$ cat config.mk
export PLATFORM = sky130hd
export DESIGN_NAME = pwm16_match_pwm
export DESIGN_NICKNAME = d
export VERILOG_FILES = /design/src/rtl/pwm16_pkg.sv /design/src/rtl/pwm16_ctrl.sv /design/src/rtl/pwm16_datapath.sv /design/src/rtl/pwm16_match_pwm.sv
export SDC_FILE = /design/constraint.sdc
export NUM_CORES = 1
export LEC_CHECK = 0
export ABC_AREA = 1
export BUFFER_PORTS_ARGS = -buffer_cell sky130_fd_sc_hd__buf_2
export CAP_MARGIN = 15
export CELL_PAD_IN_SITES_DETAIL_PLACEMENT = 1
export CELL_PAD_IN_SITES_GLOBAL_PLACEMENT = 1
export CORE_MARGIN = 4
export CORE_UTILIZATION = 35
export DETAILED_ROUTE_END_ITERATION = 16
export GPL_TIMING_DRIVEN = 0
export PLACE_DENSITY = 0.85
export SLEW_MARGIN = 20
export SYNTH_ARGS = -nofsm -noshare
export SYNTH_HDL_FRONTEND = slang
export SYNTH_SLANG_ARGS = --single-unit
$ cat constraint.sdc
create_clock -name clk -period 1.3 [get_ports clk]
set_input_delay 0.065 -clock clk [delete_from_list [all_inputs] [get_ports clk]]
set_output_delay 0.065 -clock clk [all_outputs]
set_load 0.01 [all_outputs]
$ cat src/rtl/pwm16_pkg.sv
package pwm16_pkg;
  localparam int BYTE_W = 8;
  localparam int CNT_W  = 2 * BYTE_W;
  localparam int MODE_W = 5;

  typedef struct packed {
    logic loadLo;
    logic loadHi;
    logic modeLoad;
    logic enLoad;
    logic enVal;
    logic flagClr;
  } ctlStrobes_t;

  typedef struct packed {
    logic irqEn;
    logic evtEn;
    logic wideSel;
    logic pwmSel;
  } modeBits_t;
endpackage

$ cat src/rtl/pwm16_ctrl.sv
module pwm16_ctrl
  import pwm16_pkg::*;
(
  input  logic              wrLo,
  input  logic              wrHi,
  input  logic              modeWr,
  input  logic [BYTE_W-1:0] wrData,
  input  logic              flagClr,
  output ctlStrobes_t       strb
);
  always_comb begin
    strb          = '0;
    strb.loadLo   = wrLo;
    strb.loadHi   = wrHi;
    strb.modeLoad = modeWr;
    strb.flagClr  = flagClr;
    strb.enLoad   = wrLo | wrHi | modeWr;
    if (wrHi)      strb.enVal = 1'b1;
    else if (wrLo) strb.enVal = 1'b0;
    else           strb.enVal = wrData[0];
  end
endmodule

$ cat src/rtl/pwm16_datapath.sv
module pwm16_datapath
  import pwm16_pkg::*;
(
  input  logic              clk,
  input  logic              rstN,
  input  logic [CNT_W-1:0]  tbCount,
  input  logic              tbWrap,
  input  logic [BYTE_W-1:0] wrData,
  input  ctlStrobes_t       strb,
  output logic              pwmOut,
  output logic              matchFlag,
  output logic              irqReq,
  output logic [CNT_W-1:0]  cmpVal,
  output logic              cmpEn,
  output logic              pwmOn
);
  modeBits_t modeQ;
  logic      hit;

  assign hit   = cmpEn && (tbCount == cmpVal);
  assign pwmOn = modeQ.pwmSel && modeQ.wideSel;

  always_ff @(posedge clk or negedge rstN) begin
    if (!rstN) begin
      cmpVal <= '0;
      cmpEn  <= 1'b0;
      modeQ  <= '0;
    end else begin
      if (strb.loadLo) cmpVal[BYTE_W-1:0]     <= wrData;
      if (strb.loadHi) cmpVal[CNT_W-1:BYTE_W] <= wrData;
      if (strb.enLoad) cmpEn <= strb.enVal;
      if (strb.modeLoad) modeQ <= modeBits_t'(wrData[MODE_W-1:1]);
    end
  end

  always_ff @(posedge clk or negedge rstN) begin
    if (!rstN)          pwmOut <= 1'b0;
    else if (!pwmOn)    pwmOut <= 1'b0;
    else if (hit)       pwmOut <= 1'b1;
    else if (tbWrap)    pwmOut <= 1'b0;
  end

  always_ff @(posedge clk or negedge rstN) begin
    if (!rstN)             matchFlag <= 1'b0;
    else if (hit)          matchFlag <= 1'b1;
    else if (strb.flagClr) matchFlag <= 1'b0;
  end

  assign irqReq = matchFlag && modeQ.evtEn && modeQ.irqEn;
endmodule

$ cat src/rtl/pwm16_match_pwm.sv
module pwm16_match_pwm
  import pwm16_pkg::*;
(
  input  logic              clk,
  input  logic              rstN,
  input  logic [CNT_W-1:0]  tbCount,
  input  logic              tbWrap,
  input  logic              wrLo,
  input  logic              wrHi,
  input  logic              modeWr,
  input  logic [BYTE_W-1:0] wrData,
  input  logic              flagClr,
  output logic              pwmOut,
  output logic              matchFlag,
  output logic              irqReq
);
  ctlStrobes_t       strb;
  logic [CNT_W-1:0]  cmpVal;
  logic              cmpEn;
  logic              pwmOn;

  pwm16_ctrl u_ctrl (
    .wrLo(wrLo), .wrHi(wrHi), .modeWr(modeWr), .wrData(wrData),
    .flagClr(flagClr), .strb(strb)
  );

  pwm16_datapath u_dp (
    .clk(clk), .rstN(rstN), .tbCount(tbCount), .tbWrap(tbWrap),
    .wrData(wrData), .strb(strb), .pwmOut(pwmOut), .matchFlag(matchFlag),
    .irqReq(irqReq), .cmpVal(cmpVal), .cmpEn(cmpEn), .pwmOn(pwmOn)
  );
endmodule

==> summary.md <==
| Metric | Value |
|---|---|
| Fmax | 850.4 MHz |
| Switch Pwr | 0.4134 mW |
| Slew Limit Fails | 0 |
| Synthesized flop and latch total | 23 |
| Avg Cell Area, Syn | 7.531 sq um |
| Post-synthesis net count | 186 |
| Crit-path most repeated cell | nand2_1 |
| Final Instance Area | 1485 sq um |
| VDD IR max | 0.0004513 V |
| Worst hold slack | 0.007240 ns |
| Synth warn | 0 |
| Busiest grt layer | met2 |
| First-pass DRT Iterations | 4 |
| Pint | 1.012 mW |
| Area leader, netlist | dfrtp_1 |
| GR Util met2 | 0.3217 |
| Sequential group share of total power | 0.566 |
| Final Hold Viols | 0 |
| Clk buf depth | 2 |
| Vias in the first global route | 1223 |
| Critical path, cell by cell | inv_1 > nand2_1 > nand2_1 > nor2_1 > nand2_1 > nor2_2 > nand3_2 > o21ai_0 |
| Placed instance count | 230 |
| Sequential fraction of the synthesis area | 0.4930 |
| Comb power frac | 0.201 |
| Via/cell ratio | 4.624 |
| Clk slew on worst S/H paths | 0.13 ns |
| Critical-path top delay cell | dfrtp_1 |
| Power Dens Cells | 959.5 nW/um^2 |
| Unrepaired setup endpoints after global routing | no |
| Crit path buffers/inverters | 1 |
| Gr ovfl total | 0 |
| Num CTS Buffers | 3 |
| CP Class | reg2reg |
| Final setup fails | 0 |
| Min-delay src | wrData[5] |
| GRT Total Usage | 0.1739 |
| Setup Slack @ Placement | 0.1369 ns |
| Rel. slew slack | 0.6493 |
| # clock sinks | 23 |
| Maxcap violations | 0 |
| Leakage | 0.8257 nW |
| Period utilization | 0.9046 |
| Post-synthesis cell count | 155 |
| Dpl hpwl | 2.645 mm |
| Final Skew | 0.01039 ns |
| Die H | 65.75 um |
| Critical Path End Type | register |
| GR Util met1 | 0.2013 |
| Root cell of the clock tree | clkbuf_4 |
| Global Route met3 Usage | 0.01368 |
| Routed Antenna Nets | 0 |
| Final Wtd Congestion | 0.7992 |
| I/O pin cnt | 34 |
| Antenna violations before repair | 0 |
| Total wire length | 3.388 mm |
| Number of port buffers | 31 |
| Reg-to-Reg Start | u_dp.cmpVal[5]$_DFFE_PN0P_ |
| DR iter-0 viols | 21 |
| Synth area leaders | dfrtp_1 49%, nand2_1 19%, inv_1 9.3%, o21ai_0 6.0%, xnor2_1 3.8% |
| Power Total | 1.425 mW |
| Routed WL per cell | 14.00 um |
| Outcome | complete, no violations |
| Sw frac | 0.2901 |
| Clk pwr share | 0.233 |
| Worst EP arrival | 1.40 ns |
| Worst path top cell family by delay | simple AND/OR/NAND/NOR gates |
| Setup_tns | 0 ns |
| # H-tree levels | 1 |
| Crit path from | u_dp.cmpVal[5]$_DFFE_PN0P_ |
| Final min period | 1.176 ns |
| Largest net degree at the start of global routing | 24 |
| Initial Utilization | 0.3732 |
| P&R area growth vs syn | 27.22% |
| CP required | 1.53 ns |
| Worst-Skew Late Latency | 0.31 ns |
| Die width | 65.75 um |
| Crit path largest cell delay | 0.39 ns |
| Final WS setup | 0.1240 ns |
| Critical path startpoint category | register |
| Worst min path class | in2reg |
| Final Net Count | 230 |
| Rows | 20 |
| Ant. Diodes | 0 |
| Drt drc | 0 |
| CTS tree | yes |
| Worst Tran Pin Value | 0.5260 ns |
| Via count | 1119 |
| Top-area cell type share of the netlist area | 0.4930 |
| Finished Core Util | 0.4748 |
| Post-cts resize count | 0 |
| Synthesized area | 1167 sq um |
| Layout Cells excl Fill | 242 |
| Die area | 4323 sq um |
| Count of different cell masters after synthesis | 19 |
| Area of placed instances | 1378 sq um |
| Core region area | 3128 sq um |
| Layout cells sized above 1 | 0.2273 |
| CP Max Fanout | 2 |
| First-pass GRT wire length | 5.637 mm |
## state kept, by name (all words and copies together) (netlist names)
signal          flops
u_dp.cmpVal        16
u_dp.matchFlag      1
u_dp.modeQ          4
u_dp.cmpEn          1
u_dp.pwmOut         1
## synth_stat cells
cell      count
xnor2_1       5
or2_0         1
nor3_1        1
inv_1        29
a31oi_1       1
a21oi_1       2
nor2_2        2
o21ai_0      14
dfrtp_1      23
nand3_1       2
a21oi_2       1
o41ai_1       1
nand2_1      58
buf_2         3
nand3_2       1
clkbuf_1      1
nor2_1        7
mux2_2        2
nand2_2       1
## power by group through the flow
stage / clock [mW] / sequential, mW / combinational, mW
CTS: 0.344 / 0.808 / 0.286
detailed placement: 0 / 0.822 / 0.268
finish: 0.332 / 0.807 / 0.286
floorplan: 0 / 0.811 / 0.154
global placement: 0 / 0.815 / 0.245
global route: 0.385 / 0.816 / 0.327
## tightest hold or removal path: stages
cell,delay (ns)
buf_2,0.09
nand2_1,0.05
o21ai_0,0.07
## final timing paths
path | slack (ns) | to | depth (start not counted)
max | 0.12 | u_dp.matchFlag$_DFFE_PN0P_ | 8
min | 0.007 | u_dp.cmpVal[13]$_DFFE_PN0P_ | 3
max reg2reg | 0.12 | u_dp.matchFlag$_DFFE_PN0P_ | 8
min reg2reg | 0.52 | u_dp.modeQ[0]$_DFFE_PN0P_ | 2
max in group asynchronous | 0.69 | u_dp.cmpVal[8]$_DFFE_PN0P_ | 2
min in group asynchronous | 0.25 | u_dp.cmpVal[12]$_DFFE_PN0P_ | 2
## cell usage in the layout (no fill, tap or decap), types with 2 or more instances in the layout
cell	count
a21oi_1	2
buf_2	34
clkbuf_4	3
dfrtp_1	23
dlygate4sd3_1	8
inv_1	29
mux2_2	2
nand2_1	58
nand3_1	2
nor2_1	7
nor2_2	2
o21ai_0	14
xnor2_1	5
## area by class of cell
cell class / instances / area, sq um
multi-input cells: 99 / 464.2
clock inverters: 1 / 5.005
repair buffers: 39 / 235.2
flip-flops and latches: 23 / 575.6
inverters: 29 / 108.9
well taps: 44 / 55.05
fillers: 407 / 1643
clock buffers: 3 / 22.52
plain buffers: 4 / 18.77
## cell families after synthesis
logic type      share of synthesized area
xor+xnor                          0.03751
compound gates                    0.08897
mux                               0.01929
buf+inv                            0.1093
flops                              0.4930
simple gates                       0.2519
## per-layer routing
metal  part of all wire  routed length, um
met3              0.034                114
met1               0.40               1355
met5                  0                  0
met4              0.027                 90
met2               0.54               1828
## timing repair
action	4_1_cts	5_1_grt
setup buffers	0	0
hold endpoints to repair	30	2
hold buffers	7	1
Power figures use the tool's default switching activity.
